[src/rtl/pdec_pkg.sv]
// Shared types for the start-armed pulse decimator.
// Assumes: nothing beyond a single system clock domain.
package pdec_pkg;
    typedef enum logic {
        ST_IDLE  = 1'b0,
        ST_COUNT = 1'b1
    } pdec_state_e;
endpackage

[src/rtl/pdec_sync_edge.sv]
// Brings an asynchronous level into the clock domain through a flop chain
// and emits a one-cycle strobe on each low-to-high transition.
// Assumes: the input stays high and low for at least two clock cycles each.
module pdec_sync_edge #(
    parameter int STAGES = 2
) (
    input  logic clk,
    input  logic rst_n,
    input  logic async_in,
    output logic rise_o
);
    logic [STAGES-1:0] chain_q;
    logic              last_q;

    genvar gi;
    generate
        for (gi = 0; gi < STAGES; gi++) begin : g_stage
            // Purpose: one synchronizer flop; stage 0 samples the raw line.
            always_ff @(posedge clk) begin
                if (!rst_n) begin
                    chain_q[gi] <= 1'b0;
                end else if (gi == 0) begin
                    chain_q[gi] <= async_in;
                end else begin
                    chain_q[gi] <= chain_q[(gi == 0) ? 0 : gi-1];
                end
            end
        end
    endgenerate

    // Purpose: remember the previous synchronized level for edge detection.
    always_ff @(posedge clk) begin
        if (!rst_n) begin
            last_q <= 1'b0;
        end else begin
            last_q <= chain_q[STAGES-1];
        end
    end

    assign rise_o = chain_q[STAGES-1] & ~last_q;

    AST_RISE_SINGLE: assert property (@(posedge clk) disable iff (!rst_n)
        rise_o |=> !rise_o);
endmodule

[src/rtl/pdec_counter.sv]
// Two-state run controller: waits for start, captures the target, counts
// qualify strobes and emits a one-cycle done strobe at the target.
// Assumes: tick_i is a single-cycle strobe, never high two cycles in a row.
module pdec_counter
    import pdec_pkg::*;
#(
    parameter int CNT_W = 16
) (
    input  logic             clk,
    input  logic             rst_n,
    input  logic             start_i,
    input  logic             tick_i,
    input  logic [CNT_W-1:0] count_val_i,
    output logic             done_o
);
    localparam logic [CNT_W-1:0] ONE = CNT_W'(1);

    pdec_state_e      state_q;
    logic [CNT_W-1:0] target_q;
    logic [CNT_W-1:0] seen_q;
    logic [CNT_W-1:0] target_in;
    logic             last_tick;

    // Purpose: map a zero request onto a single-pulse run.
    always_comb begin
        target_in = (count_val_i == '0) ? ONE : count_val_i;
    end

    assign last_tick = tick_i && (seen_q == target_q - ONE);

    // Purpose: state, captured target, pulse count and done strobe.
    always_ff @(posedge clk) begin
        if (!rst_n) begin
            state_q  <= ST_IDLE;
            target_q <= ONE;
            seen_q   <= '0;
            done_o   <= 1'b0;
        end else begin
            done_o <= 1'b0;
            case (state_q)
                ST_IDLE: begin
                    seen_q <= '0;
                    if (start_i) begin
                        target_q <= target_in;
                        state_q  <= ST_COUNT;
                    end
                end
                default: begin
                    if (last_tick) begin
                        done_o  <= 1'b1;
                        seen_q  <= '0;
                        state_q <= ST_IDLE;
                    end else if (tick_i) begin
                        seen_q <= seen_q + ONE;
                    end
                end
            endcase
        end
    end

    AST_DONE_ONE_CYCLE: assert property (@(posedge clk) disable iff (!rst_n)
        done_o |=> !done_o);
    AST_IDLE_HOLD: assert property (@(posedge clk) disable iff (!rst_n)
        (state_q == ST_IDLE && !start_i) |=> (state_q == ST_IDLE && !done_o));
    AST_TARGET_HELD: assert property (@(posedge clk) disable iff (!rst_n)
        (state_q == ST_COUNT) |=> (state_q == ST_IDLE || $stable(target_q)));
    AST_TARGET_NONZERO: assert property (@(posedge clk) disable iff (!rst_n)
        (state_q == ST_COUNT) |-> (target_q != '0));
    AST_NO_OVERFLOW: assert property (@(posedge clk) disable iff (!rst_n)
        (state_q == ST_COUNT) |-> (seen_q < target_q));
    AST_DONE_TO_IDLE: assert property (@(posedge clk) disable iff (!rst_n)
        done_o |-> (state_q == ST_IDLE));
endmodule

[src/rtl/pulse_decimator.sv]
// Top of the start-armed pulse decimator: synchronizer and edge detector
// in front of the run controller.
// Assumes: pulse_in pulses span at least two clock cycles high and low.
module pulse_decimator #(
    parameter int CNT_W       = 16,
    parameter int SYNC_STAGES = 2
) (
    input  logic             clk,
    input  logic             rst_n,
    input  logic             start,
    input  logic             pulse_in,
    input  logic [CNT_W-1:0] count_val,
    output logic             done_pulse
);
    logic tick;

    pdec_sync_edge #(.STAGES(SYNC_STAGES)) u_sync (
        .clk      (clk),
        .rst_n    (rst_n),
        .async_in (pulse_in),
        .rise_o   (tick)
    );

    pdec_counter #(.CNT_W(CNT_W)) u_ctrl (
        .clk         (clk),
        .rst_n       (rst_n),
        .start_i     (start),
        .tick_i      (tick),
        .count_val_i (count_val),
        .done_o      (done_pulse)
    );
endmodule

[config.mk]
export PLATFORM = sky130hd
export DESIGN_NAME = pulse_decimator
export DESIGN_NICKNAME = d
export VERILOG_FILES = /design/src/rtl/pdec_pkg.sv /design/src/rtl/pdec_sync_edge.sv /design/src/rtl/pdec_counter.sv /design/src/rtl/pulse_decimator.sv
export SDC_FILE = /design/constraint.sdc
export NUM_CORES = 1
export LEC_CHECK = 0
export CORE_ASPECT_RATIO = 0.8
export CORE_MARGIN = 1
export CORE_UTILIZATION = 50
export DETAILED_ROUTE_END_ITERATION = 8
export GPL_TIMING_DRIVEN = 1
export PLACE_DENSITY_LB_ADDON = 0.15
export RECOVER_POWER = 50
export SLEW_MARGIN = 40
export SYNTH_ARGS = -nofsm -noshare
export SYNTH_HDL_FRONTEND = slang
export SYNTH_SLANG_ARGS = --single-unit
[constraint.sdc]
create_clock -name clk -period 2.6 [get_ports clk]
set_clock_uncertainty 0.2 [all_clocks]
set_input_delay 0.65 -clock clk [delete_from_list [all_inputs] [get_ports clk]]
set_output_delay 0.65 -clock clk [all_outputs]
set_load 0.02 [all_outputs]
# --- Yosys cells after proc, flatten, opt, wreduce, memory -nomap -nowiden ---
# Index checks and enable logic that the tools add are counted.
word_totals:
  output_inout_bits: 1
  inputBits: 20
  ff_bits: 37
op_classes:
  add_sub_neg: 2
  bitwise_logic: 4
  n_eq_ne: 1
  muxes: 5
  n_reduce_logical: 5
op_table:
  columns: ["cell", "count"]
  rows:
  - ["16-bit by 1-bit adder with 16-bit output, second input constant", 1]
  - ["16-bit == test", 1]
  - ["16-bit logical NOT", 1]
  - ["16-bit two-way mux", 1]
  - ["16-bit by 1-bit subtractor with 16-bit output, second input constant", 1]
  - ["1-bit two-way mux", 4]
  - ["2-bit AND reduction", 2]
  - ["1-bit NOT", 3]
  - ["3-bit OR reduction", 1]
  - ["1-bit bitwise AND", 1]
  - ["1-bit logical AND", 1]

# --- Longest topological paths before layout ---
logic_depth:
  ltp_word: 5
  depth_mapped: 9
  ltp_nobuf: 8

# --- By module ---
# A second synthesis with hierarchy kept.
unflattened:
  hier_cells: 251
  area_unflattened_um2: 2047.0
by_module_without_submodules:
  columns: ["module", "instances", "area_each_um2", "cells_each"]
  rows:
  - ["pdec_counter", 1, 1954.4, 244]
  - ["pdec_sync_edge", 1, 92.6, 7]

# --- Least setup slack after synthesis ---
# No wires, ideal clock.
synth_timing:
  kind: "register to register"
  from: "register u_ctrl.target_q[3]"
  to: "register u_ctrl.seen_q[7]"
  setup_ns: 0.115
  stages_incl_launch_ff: 8
  n_path_buf: 1
  arrival_time_ns: 2.436
  setup_slack_ns: -0.151
  synth_period_minus_slack_ns: 2.751
  path_cell_list: "dfxtp_1 or4_4 or3_2 a221oi_2 o2111ai_2 o41ai_4 buf_6 nor2_1"
synth_between:
  elab_chain_cells: 4
synth_lines:
  columns: ["element", "line_no", "source"]
  rows:
  - ["start: declaration", "pdec_counter.sv:19", "logic [CNT_W-1:0] target_q;"]
  - ["start signal: assignment", "pdec_counter.sv:44", "target_q <= target_in;"]
  - ["16-bit by 1-bit subtractor with 16-bit output", "pdec_counter.sv:29", "assign last_tick = tick_i && (seen_q == target_q - ONE);"]
  - ["16-bit == test", "pdec_counter.sv:29", null]
  - ["1-bit logical AND", "pdec_counter.sv:29", null]
  - ["3-bit OR reduction (no line)", null, null]
  - ["end signal: assignment", "pdec_counter.sv:54", "seen_q <= seen_q + ONE;"]
  - ["end: declaration", "pdec_counter.sv:20", "logic [CNT_W-1:0] seen_q;"]
# No other way between the ends.
# A chain may end at the register's enable or synchronous reset.

# --- Final worst setup path ---
layout_timing:
  from: "register u_ctrl.target_q[6]"
  to: "register u_ctrl.seen_q[15]"
# The elaborated chain is that of the path after synthesis.

==> run metrics <==
Leak 0.951 nW; Clock Latency Late Sink 0.28 ns; Via Count 1,728; failing checks setup timing; crit path max-delay cell type or4_4; first-pass GRT wire length 7.00 mm; Bufs and invs on worst path 1; Die H 58.6 µm; period utilization 1.02; Setup Viol. Count Final 17; Max FO, Critical Path 8; cts hold-fix bufs 0; die width 72.8 µm; Reg area 746 µm²; syn_area_per_cell 8.38 µm²; Worst Hold Class register to register; Crit Path Category register to register; Root Driver clkbuf_8; Final Slew Violations 0; Post-Syn Instances 239; Fin Hold WS 0.235 ns; CP required 2.58 ns; multi-input logic area 1260 µm²; post-DR wirelength/cell 12.4 µm; Longest Clk Path Bufs 2; FF+latch count, synth 37; Initial Util 0.523; crit end category register; delay-heaviest family, CP simple AND/OR/NAND/NOR gates; Pre-antenna DRT Iters 4; total track usage 0.213; Slew @ Worst Pin 0.611 ns; RSZ-0062 raised after global routing yes; area added between synthesis and finish 26.7%; layout cells sized above 1 0.193; Worst slew margin 0.593; commonest non-fill, non-tap cell in the layout nand2_1; number of DRC markers in iteration 0 93; drt via density 5.16; Max-Cap Viols 0; Antenna diodes 0; Filler cells 339; crit path cell chain or4_4, or3_4, a221oi_2, o2111ai_2, o41ai_4, buf_6, nor2_1; # H-tree levels 2; grt total ovfl 0; Core Area 3830 µm²; maximum vdd drop 277 µV; Worst-path clk slew 0.07 ns; IO Count 21; Nets 301; status complete, but fails checks; slowest stage delay, CP 0.56 ns; port buffer count 20; Synth area leader dfxtp_1; Cell variety after synth 44; syn_nets 261; Critical Path Source Type register; TritonCTS clock tree built; most frequent cells in the layout nand2_1, dfxtp_1, nor2_1; die area 4270 µm²; routability congestion estimate 0.799; Post-Route WL 4.17 mm; TritonCTS buffer count 5; Post-DP HPWL 3.20 mm; Core Rows 20; Final Worst Setup Slack -0.0391 ns; largest net degree at the start of global routing 18; Worst Path Arrival 2.61 ns; Antenna Nets Post-Route 0; number of global-route vias before repair 1,604; PD cells 472 nW/µm²; Mapped Area 2000 µm²; FMAX 379 MHz; Final min period 2.64 ns; Final Hold Fails 0; largest cells by area after synthesis dfxtp_1, xor2_1, nand2_1; Clock Sink Count 37; final core occ 0.663; top cell type's share of synthesized area 0.370; synth warn 0; residual DRC count 0; initial antenna violation count 0; Seq/Total Area, Yosys 0.370
[flip-flops by register name, summed over array words and instances (netlist names)]
register and cells:
u_sync.chain_q 2, u_ctrl.done_o 1, u_ctrl.seen_q 16, u_ctrl.state_q 1
u_sync.last_q 1, u_ctrl.target_q 16
[power breakdown]
group / leakage, nW / internal, mW / total [mW] / switching, mW
registers: 0.303 / 0.585 / 0.599 / 0.0141
logic: 0.603 / 0.117 / 0.226 / 0.109
clock network: 0.0450 / 0.186 / 0.374 / 0.189
[metal layers]
layer	share of wire	track usage	up-vias
met5	0	0	-
met4	0.0048	0.0560	0
met3	0.036	0.0462	2
met2	0.45	0.334	32
met1	0.51	0.298	791
li1	-	-	903
[path summary, 6_finish.rpt]
check / from / to / slack, ns / depth (start not counted)
max: u_ctrl.target_q[6]$_SDFFE_PN0P_ / u_ctrl.seen_q[15]$_SDFFE_PP0P_ / -0.04 / 7
min: u_sync.chain_q[0]$_SDFF_PN0_ / u_sync.chain_q[1]$_SDFF_PN0_ / 0.24 / 1
min reg2reg: u_sync.chain_q[0]$_SDFF_PN0_ / u_sync.chain_q[1]$_SDFF_PN0_ / 0.24 / 1
max reg2reg: u_ctrl.target_q[6]$_SDFFE_PN0P_ / u_ctrl.seen_q[15]$_SDFFE_PP0P_ / -0.04 / 7
[repair_timing]
action | CTS | global route
pin swaps | 12 | 2
setup endpoints to repair | 18 | 18
hold endpoints to repair | 0 | 0
setup buffers | 0 | 1
gates resized for setup | 9 | 6
[synth_stat cells (all sizes together)]
library cell   count
mux2i              3
o2111ai            1
ha                 2
and3               2
nor3               3
nor2              30
nand3              3
inv                5
nand3b             3
nand2             40
clkbuf             5
a21bo              1
nand2b             3
clkdlybuf4s50      1
o41ai              1
or2b               1
and4               2
and3b              1
o311ai             1
dfxtp             37
xnor2             13
or3                4
nor3b              2
or4                4
a221oi             1
o211ai             1
and2               6
nor2b              5
a21oi             17
xnor3              1
o21ai              3
a211oi             3
nand4              5
a311o              1
buf                2
xor2              18
a41oi              2
nor4               6
[logic make-up (layout without fill, tap and decap cells)]
kind of cell / after synthesis / count (layout) / share of synthesized area
buf+inv: 13 / 54 / 0.0337
fa+ha+maj: 2 / 2 / 0.0125
mux: 3 / 3 / 0.0150
flops: 37 / 37 / 0.370
compound gates: 32 / 32 / 0.117
simple gates: 120 / 120 / 0.305
xor+xnor: 32 / 32 / 0.147
[layout make-up]
type | instances | share of cell area
timing repair buffer | 41 | 0.144
clock inverter | 2 | 0.00394
tap | 55 | 0.0271
clock buffer | 6 | 0.0286
inverter | 5 | 0.00739
multi-input combinational | 189 | 0.495
sequential | 37 | 0.294
[per-stage QoR]
stage                     power, mW  worst slack, ns  setup TNS (ns)  instance area [µm²]  instances
after global routing           1.25           -0.116           -1.84                 2540        335
after detailed placement      0.820           -0.153          -0.954                 2390        327
final                          1.20          -0.0391          -0.500                 2540        335
after floorplan               0.731          -0.0619          -0.617                 2020        239
after CTS                      1.20          -0.0410          -0.416                 2510        334
after global placement        0.818           -0.162          -0.501                 2390        327
Power figures use the tool's default switching activity.
